**config.mk**
```make
export PLATFORM = sky130hd
export DESIGN_NAME = store_order_buf
export DESIGN_NICKNAME = d
export VERILOG_FILES = /design/src/rtl/sob_pkg.sv /design/src/rtl/sob_queue.sv /design/src/rtl/sob_match.sv /design/src/rtl/store_order_buf.sv
export SDC_FILE = /design/constraint.sdc
export NUM_CORES = 2
export LEC_CHECK = 0
export BUFFER_PORTS_ARGS = -buffer_cell sky130_fd_sc_hd__buf_2
export CAP_MARGIN = 20
export CORE_UTILIZATION = 55
export CTS_CLUSTER_SIZE = 25
export DETAILED_ROUTE_END_ITERATION = 6
export PLACE_DENSITY_LB_ADDON = 0.2
export SETUP_SLACK_MARGIN = 0.4
export SYNTH_ARGS = -nofsm -noshare
export SYNTH_HDL_FRONTEND = slang
export SYNTH_SLANG_ARGS = --single-unit
export TNS_END_PERCENT = 20
```
**constraint.sdc**
```tcl
create_clock -name clk -period 17.8 [get_ports clk]
set_input_delay 1.78 -clock clk [delete_from_list [all_inputs] [get_ports clk]]
set_output_delay 1.78 -clock clk [all_outputs]
set_load 0.01 [all_outputs]
```
**src/rtl/sob_pkg.sv**
```systemverilog
package sob_pkg;
  typedef enum logic [1:0] {
    CHK_CLEAR = 2'd0,
    CHK_FWD   = 2'd1,
    CHK_STALL = 2'd2
  } chk_kind_t;
endpackage

```
**src/rtl/sob_queue.sv**
```systemverilog
// Ordered store storage: allocation at the tail, release at the head, late data fill.
module sob_queue #(
  parameter int DEPTH  = 8,
  parameter int ADDR_W = 32,
  parameter int DATA_W = 32,
  localparam int PTR_W = $clog2(DEPTH),
  localparam int SEQ_W = PTR_W + 1
) (
  input  logic                          clk,
  input  logic                          rst,
  input  logic                          alloc_req,
  input  logic [ADDR_W-1:0]             alloc_addr,
  input  logic [DATA_W-1:0]             alloc_data,
  input  logic                          alloc_dv,
  input  logic                          fill_req,
  input  logic [SEQ_W-1:0]              fill_seq,
  input  logic [DATA_W-1:0]             fill_data,
  input  logic                          pop_req,
  output logic                          full,
  output logic                          pop_fire,
  output logic [ADDR_W-1:0]             head_addr,
  output logic [DATA_W-1:0]             head_data,
  output logic [SEQ_W-1:0]              head_seq,
  output logic [SEQ_W-1:0]              occ,
  output logic [DEPTH-1:0][ADDR_W-1:0]  ent_addr,
  output logic [DEPTH-1:0][DATA_W-1:0]  ent_data,
  output logic [DEPTH-1:0]              ent_dv
);
  logic [SEQ_W-1:0] head_q, tail_q;
  logic             full_q;
  logic [DEPTH-1:0] dv_q;
  logic [DEPTH-1:0][ADDR_W-1:0] addr_q;
  logic [DEPTH-1:0][DATA_W-1:0] data_q;

  logic [PTR_W-1:0] head_idx, tail_idx, fill_idx;
  logic [SEQ_W-1:0] fill_off, occ_next;
  logic             alloc_fire, fill_hit;

  assign head_idx   = head_q[PTR_W-1:0];
  assign tail_idx   = tail_q[PTR_W-1:0];
  assign fill_idx   = fill_seq[PTR_W-1:0];
  assign occ        = tail_q - head_q;
  assign alloc_fire = alloc_req && !full_q;
  assign pop_fire   = pop_req && (occ != '0) && dv_q[head_idx];
  assign fill_off   = fill_seq - head_q;
  assign fill_hit   = fill_req && (fill_off < occ);
  assign occ_next   = occ + SEQ_W'(alloc_fire) - SEQ_W'(pop_fire);

  always_ff @(posedge clk) begin
    if (rst) begin
      head_q <= '0;
      tail_q <= '0;
      full_q <= 1'b0;
      dv_q   <= '0;
    end else begin
      if (alloc_fire) begin
        tail_q         <= tail_q + 1'b1;
        dv_q[tail_idx] <= alloc_dv;
      end
      if (fill_hit)
        dv_q[fill_idx] <= 1'b1;
      if (pop_fire) begin
        head_q         <= head_q + 1'b1;
        dv_q[head_idx] <= 1'b0;
      end
      full_q <= (occ_next == SEQ_W'(DEPTH));
    end
  end

  // Payload storage carries no reset; occupancy is tracked by the pointers.
  always_ff @(posedge clk) begin
    if (alloc_fire) begin
      addr_q[tail_idx] <= alloc_addr;
      data_q[tail_idx] <= alloc_data;
    end
    if (fill_hit)
      data_q[fill_idx] <= fill_data;
  end

  assign full      = full_q;
  assign head_seq  = head_q;
  assign head_addr = addr_q[head_idx];
  assign head_data = data_q[head_idx];
  assign ent_addr  = addr_q;
  assign ent_data  = data_q;
  assign ent_dv    = dv_q;
endmodule

```
**src/rtl/sob_match.sv**
```systemverilog
// Age-qualified address search: youngest older buffered match plus the store in address generation.
module sob_match
  import sob_pkg::*;
#(
  parameter int DEPTH  = 8,
  parameter int ADDR_W = 32,
  parameter int DATA_W = 32,
  localparam int PTR_W = $clog2(DEPTH),
  localparam int SEQ_W = PTR_W + 1
) (
  input  logic [SEQ_W-1:0]              head_seq,
  input  logic [SEQ_W-1:0]              occ,
  input  logic [DEPTH-1:0][ADDR_W-1:0]  ent_addr,
  input  logic [DEPTH-1:0][DATA_W-1:0]  ent_data,
  input  logic [DEPTH-1:0]              ent_dv,
  input  logic [ADDR_W-1:0]             ld_addr,
  input  logic [SEQ_W-1:0]              ld_tag,
  input  logic                          agen_valid,
  input  logic [ADDR_W-1:0]             agen_addr,
  output chk_kind_t                     kind,
  output logic [DATA_W-1:0]             fwd_data
);
  logic [SEQ_W-1:0] ld_dist;
  logic [DEPTH-1:0] hit;
  logic [PTR_W-1:0] sel_idx;
  logic             found, agen_hit;

  // Distance from the oldest entry to the load's boundary tag.
  assign ld_dist = ld_tag - head_seq;

  for (genvar k = 0; k < DEPTH; k++) begin : g_cmp
    localparam logic [SEQ_W-1:0] OFF = SEQ_W'(k);
    logic [PTR_W-1:0] idx;
    assign idx    = head_seq[PTR_W-1:0] + PTR_W'(k);
    assign hit[k] = (OFF < occ) && (OFF < ld_dist) && (ent_addr[idx] == ld_addr);
  end

  // The largest offset that hits is the youngest older store.
  always_comb begin
    found   = 1'b0;
    sel_idx = '0;
    for (int k = 0; k < DEPTH; k++) begin
      if (hit[k]) begin
        found   = 1'b1;
        sel_idx = head_seq[PTR_W-1:0] + PTR_W'(k);
      end
    end
  end

  // The store in address generation takes the tail tag, so it is older
  // than the load only when the load's boundary lies beyond the tail.
  assign agen_hit = agen_valid && (ld_dist > occ) && (agen_addr == ld_addr);

  always_comb begin
    if (agen_hit)
      kind = CHK_STALL;
    else if (found)
      kind = ent_dv[sel_idx] ? CHK_FWD : CHK_STALL;
    else
      kind = CHK_CLEAR;
  end

  assign fwd_data = ent_data[sel_idx];
endmodule

```
**src/rtl/store_order_buf.sv**
```systemverilog
module store_order_buf
  import sob_pkg::*;
#(
  parameter int DEPTH  = 8,   // power of two, at least 2
  parameter int ADDR_W = 32,
  parameter int DATA_W = 32,
  localparam int SEQ_W = $clog2(DEPTH) + 1
) (
  input  logic              clk,
  input  logic              rst,
  input  logic              alloc_valid,
  input  logic [ADDR_W-1:0] alloc_addr,
  input  logic [DATA_W-1:0] alloc_data,
  input  logic              alloc_data_ok,
  output logic              st_full,
  input  logic              fill_valid,
  input  logic [SEQ_W-1:0]  fill_tag,
  input  logic [DATA_W-1:0] fill_data,
  input  logic              commit,
  output logic              cw_valid,
  output logic [ADDR_W-1:0] cw_addr,
  output logic [DATA_W-1:0] cw_data,
  input  logic              agen_valid,
  input  logic [ADDR_W-1:0] agen_addr,
  input  logic              ld_valid,
  input  logic [ADDR_W-1:0] ld_addr,
  input  logic [SEQ_W-1:0]  ld_tag,
  output logic              chk_valid,
  output logic              chk_stall,
  output logic              chk_fwd,
  output logic [DATA_W-1:0] chk_data
);
  logic                          pop_fire;
  logic [ADDR_W-1:0]             head_addr;
  logic [DATA_W-1:0]             head_data;
  logic [SEQ_W-1:0]              head_seq, occ;
  logic [DEPTH-1:0][ADDR_W-1:0]  ent_addr;
  logic [DEPTH-1:0][DATA_W-1:0]  ent_data;
  logic [DEPTH-1:0]              ent_dv;
  chk_kind_t                     kind;
  logic [DATA_W-1:0]             fwd_data;

  sob_queue #(.DEPTH(DEPTH), .ADDR_W(ADDR_W), .DATA_W(DATA_W)) u_queue (
    .clk       (clk),
    .rst       (rst),
    .alloc_req (alloc_valid),
    .alloc_addr(alloc_addr),
    .alloc_data(alloc_data),
    .alloc_dv  (alloc_data_ok),
    .fill_req  (fill_valid),
    .fill_seq  (fill_tag),
    .fill_data (fill_data),
    .pop_req   (commit),
    .full      (st_full),
    .pop_fire  (pop_fire),
    .head_addr (head_addr),
    .head_data (head_data),
    .head_seq  (head_seq),
    .occ       (occ),
    .ent_addr  (ent_addr),
    .ent_data  (ent_data),
    .ent_dv    (ent_dv)
  );

  sob_match #(.DEPTH(DEPTH), .ADDR_W(ADDR_W), .DATA_W(DATA_W)) u_match (
    .head_seq  (head_seq),
    .occ       (occ),
    .ent_addr  (ent_addr),
    .ent_data  (ent_data),
    .ent_dv    (ent_dv),
    .ld_addr   (ld_addr),
    .ld_tag    (ld_tag),
    .agen_valid(agen_valid),
    .agen_addr (agen_addr),
    .kind      (kind),
    .fwd_data  (fwd_data)
  );

  // Registered cache write port.
  always_ff @(posedge clk) begin
    if (rst) begin
      cw_valid <= 1'b0;
      cw_addr  <= '0;
      cw_data  <= '0;
    end else begin
      cw_valid <= pop_fire;
      if (pop_fire) begin
        cw_addr <= head_addr;
        cw_data <= head_data;
      end
    end
  end

  // Registered load check result.
  always_ff @(posedge clk) begin
    if (rst) begin
      chk_valid <= 1'b0;
      chk_stall <= 1'b0;
      chk_fwd   <= 1'b0;
      chk_data  <= '0;
    end else begin
      chk_valid <= ld_valid;
      chk_stall <= ld_valid && (kind == CHK_STALL);
      chk_fwd   <= ld_valid && (kind == CHK_FWD);
      chk_data  <= (ld_valid && kind == CHK_FWD) ? fwd_data : '0;
    end
  end
endmodule

```
Yosys cells after proc, flatten, opt, wreduce, memory -nomap -nowiden
Index checks and enable logic that the tools add are counted.

$add $sub $neg: 14. Order comparisons: 32. Equality and inequality tests: 12. Muxes and demuxes: 64. Bitwise logic cells: 4. Reductions and logical operators: 30.

Operators with widths (count): $bmux 32 s3 (10); $bwmux 256 (3); $mux 256 (2); $mux 32 (12); $eq 32x32->1 (9); $demux 32 s3 (2); $lt 3x4->1 const B (11); $mux 8 (5); $lt 3x4->1 const A (8); $logic_and 1x1->1 (27); $mux 3 (8); $lt 1x4->1 const A (4); $lt 2x4->1 const A (4); $mux 1 (13); $add 3x3->3 const B (4); $sub 4x4->4 (3); $demux 1 s3 (3); $ge 3x1->1 const B (3); $add 4x1->4 const B (2); $and 8x8->8 (1); $bwmux 8 (1); $not 8->8 (1); $or 8x8->8 (1); $add 3x2->3 const B (2); 14 further kinds (17).

Bits in registers: 629. Input port bits: 176.

Depth between registers and ports, before layout
Depth in word-level cells: 21. Depth in mapped cells: 30. Gate-level depth less buffers: 21.

Cells and area by module
A second synthesis with hierarchy kept.

Cells, all modules: 3733. Area total of the unflattened synthesis: 45401.0 µm².

By module, submodules not included: sob_queue (instances 1, cells an instance 1609, area each 24289.5 µm², sequential area each 13152.6 µm²); sob_match (instances 1, cells an instance 1843, area each 17870.9 µm², sequential area each 0.0 µm²); store_order_buf (instances 1, cells an instance 281, area each 3240.6 µm², sequential area each 2001.9 µm²).

Worst setup path after synthesis
OpenSTA, ideal clock, no wires.

Path kind: register to register. Start: reg u_queue.head_q[1], in the netlist u_queue.head_seq[1]. End: reg chk_stall. Data arrival time: 6.234 ns. Required time: 17.682 ns. Path slack: 11.448 ns. Cell stages (with the launch flop): 28. Clock period less this slack: 6.352 ns. Path through: dfxtp_1 -> buf_6 -> buf_6 -> buf_4 -> buf_2 -> inv_2 -> clkbuf_1 -> ha_1 -> buf_4 -> buf_6 -> buf_6 -> buf_6 -> buf_2 -> mux2_1 -> a22oi_1 -> o22ai_1 -> o31ai_1 -> nand3b_1 -> nor4_2 -> nor3b_1 -> or4_1 -> a21oi_1 -> o21ai_2 -> nor3b_1 -> or4_1 -> buf_2 -> buf_6 -> o2bb2ai_1.

Longest elaborated chain between the ends: 19. Elaborated cells on any way between the ends: 91. Those cells by class: add/sub (9); order compare (17); eq/ne (9); mux (37); reduce/logical (19).

RTL lines: start, declared (line sob_queue.sv:29) `logic [SEQ_W-1:0] head_q, tail_q;`; start signal, assigned (line sob_queue.sv:63) `head_q <= head_q + 1'b1;`; $add 3x1->3 * (line sob_match.sv:34) `assign idx = head_seq[PTR_W-1:0] + PTR_W'(k);`; named net u_match.g_cmp[1].idx[1] (line sob_match.sv:33) `logic [PTR_W-1:0] idx;`; $bmux 32 s3 (line sob_match.sv:35) `assign hit[k] = (OFF < occ) && (OFF < ld_dist) && (ent_addr[idx] == ld_addr);`; $mux 32 (not written as such) (line sob_match.sv:35); $eq 32x32->1 (line sob_match.sv:35); $logic_and 1x1->1 (line sob_match.sv:35); $mux 3 (7 in series) (line sob_match.sv:43) `if (hit[k]) begin`; $bmux 1 s3 (line sob_match.sv:58) `kind = ent_dv[sel_idx] ? CHK_FWD : CHK_STALL;`; $mux 1 (not written as such) (line sob_match.sv:58); $mux 2 (line sob_match.sv:58); $mux 2 * (line sob_match.sv:57) `else if (found)`; $mux 2 * (line sob_match.sv:55) `if (agen_hit)`; $eq 2x2->1 * (line store_order_buf.sv:103) `chk_stall <= ld_valid && (kind == CHK_STALL);`; $logic_and 1x1->1 * (line store_order_buf.sv:103); end signal, assigned (line store_order_buf.sv:103); end, declared (line store_order_buf.sv:29) `output logic chk_stall,`.

Mark *: on every way through the listed nets, which the timed path passes. The rest lies on a longest branch. The select of a mux whose other input is x is not followed. A chain may end at the register's enable or synchronous reset.

Worst setup path in the final report
Start: reg u_queue.head_q[1], in the netlist u_queue.head_seq[1]. End: reg chk_data[26].

Longest elaborated chain between the ends: 21. Elaborated cells on any way between the ends: 95. Those cells by class: add/sub (9); order compare (17); eq/ne (9); mux (39); bitwise (1); reduce/logical (20).

RTL lines: $add 3x1->3 (tied with other cells) (line sob_match.sv:34, sob_match.sv:45); $bmux 32 s3 (tied with other cells) (line sob_match.sv:35); $mux 32 (not written as such) (tied with other cells) (line sob_match.sv:35); $eq 32x32->1 / $logic_and 1x1->1 (equally long branches) (line sob_match.sv:35); $logic_and 1x1->1 / $mux 3 (equally long branches) (line sob_match.sv:35, sob_match.sv:43); $mux 3 (7 in series) (line sob_match.sv:43); $bmux 1 s3 (line sob_match.sv:58); $mux 1 (not written as such) (line sob_match.sv:58); $mux 2 (line sob_match.sv:58); $mux 2 (line sob_match.sv:57); $mux 2 (line sob_match.sv:55); $eq 2x1->1 (line store_order_buf.sv:105) `chk_data <= (ld_valid && kind == CHK_FWD) ? fwd_data : '0;`; $logic_and 1x1->1 (line store_order_buf.sv:105); $not 1->1 (no source line); $reduce_or 2->1 (no source line); end signal, assigned (line store_order_buf.sv:105); end, declared (line store_order_buf.sv:31) `output logic [DATA_W-1:0] chk_data`.

Several ways; a longest one is shown, not always the timed one. The select of a mux whose other input is x is not followed.

==> impl_metrics.env <==
export IMPL_status="finished clean"
export IMPL_htree_levels=3
export IMPL_synth_simple_gate_area_share_pct=9.439
export IMPL_cts_sinks=629
export IMPL_fp_dieW_um=285.7
export IMPL_yosysUniqueCellTypes=83
export IMPL_synth_top_family_by_area="multiplexers"
export IMPL_first_pass_iters=6
export IMPL_sw_frac_of_total_pct=33.48
export IMPL_worst_path_buf_inv=6
export IMPL_drv_cap=0
export IMPL_synth_compound_area_share_pct=9.074
export IMPL_crit_family="buffers and inverters"
export IMPL_final_antenna_net_count=0
export IMPL_cp_common_cell="buf_4"
export IMPL_avgSynthCellArea_um2=11.02
export IMPL_core_area_mm2=0.07926
export IMPL_grt_pass1_wl_um=245600
export IMPL_synth_edff_count=256
export IMPL_crit_path_end_kind="register"
export IMPL_combinationalPowerShare_pct=27.2
export IMPL_power_per_cell_area_mw_per_mm2=104.8
export IMPL_arrival_ns=10.29
export IMPL_synth_seq_area_share_pct=34.24
export IMPL_dieArea_mm2=0.08162
export IMPL_seq_power_share_pct=41.9
export IMPL_finalNetCount=4246
export IMPL_grt_ovfl_total=0
export IMPL_p_int_mw=3.367
export IMPL_fmax_mhz=102.8
export IMPL_postCtsSetupBuffers=0
export IMPL_yosysWarnings=0
export IMPL_p_sw_mw=1.695
export IMPL_drc=0
export IMPL_synth_area_mm2=0.04426
export IMPL_fillers=6474
export IMPL_clkTransAtPathRegs_ns=0.06
export IMPL_skew_ns=0.03117
export IMPL_antenna_found_initial=16
export IMPL_cp_max_fo=58
export IMPL_relSlewSlack_pct=13.68
export IMPL_min_path_type="reg -> reg"
export IMPL_numCtsBuffers=73
export IMPL_synth_main_ff_cell="dfxtp_1"
export IMPL_rows=103
export IMPL_place_hpwl_um=117900
export IMPL_r2r_start="u_queue.head_seq[1]"
export IMPL_via_per_inst=7.088
export IMPL_synth_adder_area_share_pct=1.029
export IMPL_routabilityCongestion=1.140
export IMPL_drive_gt1_share_pct=24.49
export IMPL_critPathLaunchType="register"
export IMPL_finalWirelength_um=170700
export IMPL_clk_latency_ns=0.65
export IMPL_synth_top_cell_by_area="mux4_2"
export IMPL_grt_use_total_pct=41.21
export IMPL_synth_area_leaders="mux4_2, edfxtp_1, dfxtp_1"
export IMPL_finalSetupViolations=0
export IMPL_syn_nets=4227
export IMPL_io_pins=277
export IMPL_synth_top_area_share_pct=19.39
export IMPL_crit_path_max_incr_delay_ns=0.98
export IMPL_port_buffers=276
export IMPL_async_flop_share_pct=0
export IMPL_clkPwrFrac_pct=30.9
export IMPL_postCtsHoldBufs=0
export IMPL_first_global_vias=33890
export IMPL_min_period_ns=9.729
export IMPL_worst_ep_required_time_ns=18.36
export IMPL_cp_cell_sequence="inv_2, buf_4, ha_4, buf_4, buf_4, mux4_2, mux2i_1, xnor2_1, nor4_1, nand2_1, nor4_1, a21oi_1, and3_1, or3_4, a31oi_4, buf_4, nor3_1, or4_2, buf_4, nor3_2"
export IMPL_fin_crit_sh_pct=54.66
export IMPL_via_count=36520
export IMPL_cts_tree="done"
export IMPL_hold_ws_ns=0.4605
export IMPL_p_leak_nw=17.26
export IMPL_routedWlPerCell_um=33.12
export IMPL_syn_instance_count=4017
export IMPL_cts_resized=0
export IMPL_root_buffer="clkbuf_16"
export IMPL_min_from="cw_addr[0]"
export IMPL_tightest_slew_ns=1.295
export IMPL_startpoint="u_queue.head_seq[1]"
export IMPL_finalMaxSlewViolations=0
export IMPL_cp_slowest_cell="buf_4"
export IMPL_synth_seq_cells=629
export IMPL_dieHeight_um=285.7
export IMPL_setup_tns_ns=0
export IMPL_worst_setup_path_type="reg -> reg"
export IMPL_initial_core_util_pct=55.85
export IMPL_grt_setup_unrepaired="no"
export IMPL_synth_xor_area_share_pct=5.379
export IMPL_drt_iter0_drc=4655
export IMPL_irDropWorstVdd_v=0.00008254
export IMPL_grt_max_degree=119
export IMPL_muxShareOfSynthArea_pct=35.96
export IMPL_area_delta_synth_final_pct=9.088
export IMPL_clockBufferDepth=3
export IMPL_hold_violations=0
-- synthesized netlist by cell type, types with 42 or more instances --
library cell and count:
nor2_1 153, buf_1 55, inv_1 42, nand4_1 44, o21ai_0 262, mux4_2 381
clkbuf_1 170, buf_2 91, edfxtp_1 256, nand2_1 461, o22ai_1 61, mux2i_1 647
dfxtp_1 373, mux2_2 70, xnor2_1 231, a21oi_1 63
-- flip-flops by register name, indices dropped and copies added, names as in the netlist --
| signal | cells |
|---|---|
| u_queue.tail_q | 4 |
| chk_fwd | 1 |
| chk_data | 32 |
| u_queue.ent_dv | 8 |
| cw_data | 32 |
| cw_valid | 1 |
| chk_valid | 1 |
| u_queue.full | 1 |
| u_queue.ent_addr | 256 |
| u_queue.ent_data | 256 |
| u_queue.head_seq | 4 |
| chk_stall | 1 |
| cw_addr | 32 |
-- through the flow --
step                instance area (um2)  setup WS [ns]  total power, mW  std cells  utilization, %
floorplan                         44260          11.45            3.017       4017               -
global placement                  45750          8.513            3.437       5010           57.73
detailed placement                45750          8.309            3.472       5010           57.73
CTS                               48250          8.248            5.032       5141           60.88
global route                      48270          7.849            5.268       5147           60.90
finish                            48290          8.071            5.062       5153           60.92
-- final timing paths --
check                 endpoint  slack, ns  cells past startpoint
hold / removal      cw_addr[0]       0.46                      2
setup / recovery  chk_data[26]       8.07                     20
hold reg to reg     cw_addr[0]       0.46                      2
setup reg to reg  chk_data[26]       8.07                     20
-- kinds of logic (layout without fill, tap and decap cells) --
| logic type | after synthesis | count (layout) |
|---|---|---|
| AO/OA/AOI/OAI | 635 | 635 |
| multiplexers | 1104 | 1104 |
| AND/OR/NAND/NOR | 889 | 889 |
| adder cells (fa/ha/maj) | 34 | 34 |
| other | 0 | 11 |
| XOR/XNOR | 271 | 271 |
| flip-flops | 629 | 629 |
| buffers and inverters | 455 | 530 |
-- area by class of cell --
class | count | area (um2) | area share (%)
multi-input combinational | 2933 | 27120 | 56.17
sequential | 629 | 15170 | 31.41
clock buffer | 93 | 2024 | 4.193
timing repair buffer | 344 | 1944 | 4.027
tap | 1050 | 1314 | 2.721
clock inverter | 38 | 474.2 | 0.9821
inverter | 55 | 215.2 | 0.4457
antenna | 11 | 27.53 | 0.05701
-- power groups by stage --
stage / Sequential (mW) / Clock (mW) / Combinational (mW)
2_1_floorplan: 2.05 / 0 / 0.967
3_3_place_gp: 2.13 / 0 / 1.31
3_5_place_dp: 2.14 / 0 / 1.34
4_1_cts: 2.11 / 1.58 / 1.34
5_1_grt: 2.16 / 1.63 / 1.47
6_report: 2.12 / 1.57 / 1.38
-- cells in the final DEF (no fill, tap or decap), types with 9 or more instances in the layout --
cell type and instances:
nor3_1 24, ha_1 28, edfxtp_1 256, a2bb2oi_1 10
a22oi_1 21, dfxtp_1 370, buf_2 275, clkbuf_1 10
mux4_2 381, nor4_1 31, or3_1 11, diode_2 11
and3_1 9, and2_1 9, nand4b_1 9, clkinv_1 10
a311oi_1 34, mux2_2 70, o2111ai_1 10, inv_1 38
a221oi_1 28, nand3_1 29, nand4_1 44, o22ai_1 61
nand2_1 460, nor3_2 29, clkinv_2 11, xnor2_1 229
nor2_4 9, buf_4 65, a21oi_1 63, a31oi_1 40
nor2_1 144, a211oi_1 34, nor2b_1 14, xor2_1 38
nand2b_1 19, o21ai_0 262, mux2i_1 647, clkbuf_16 75
-- metal layers --
layer / GRT usage [%] / vias to the layer above / wire length (um)
li1: - / 15340 / -
met1: 58.46 / 18210 / 67860
met2: 59.36 / 2552 / 72940
met3: 12.34 / 409 / 22710
met4: 15.41 / 12 / 7095
met5: 0 / - / 78
-- tightest hold or removal path, cell delays in order, from the launching register on --
cell     delay [ns]
dfxtp_1        0.31
nand2_1        0.05
a21oi_1        0.05
Note: power is estimated with default switching activity, not from simulation.
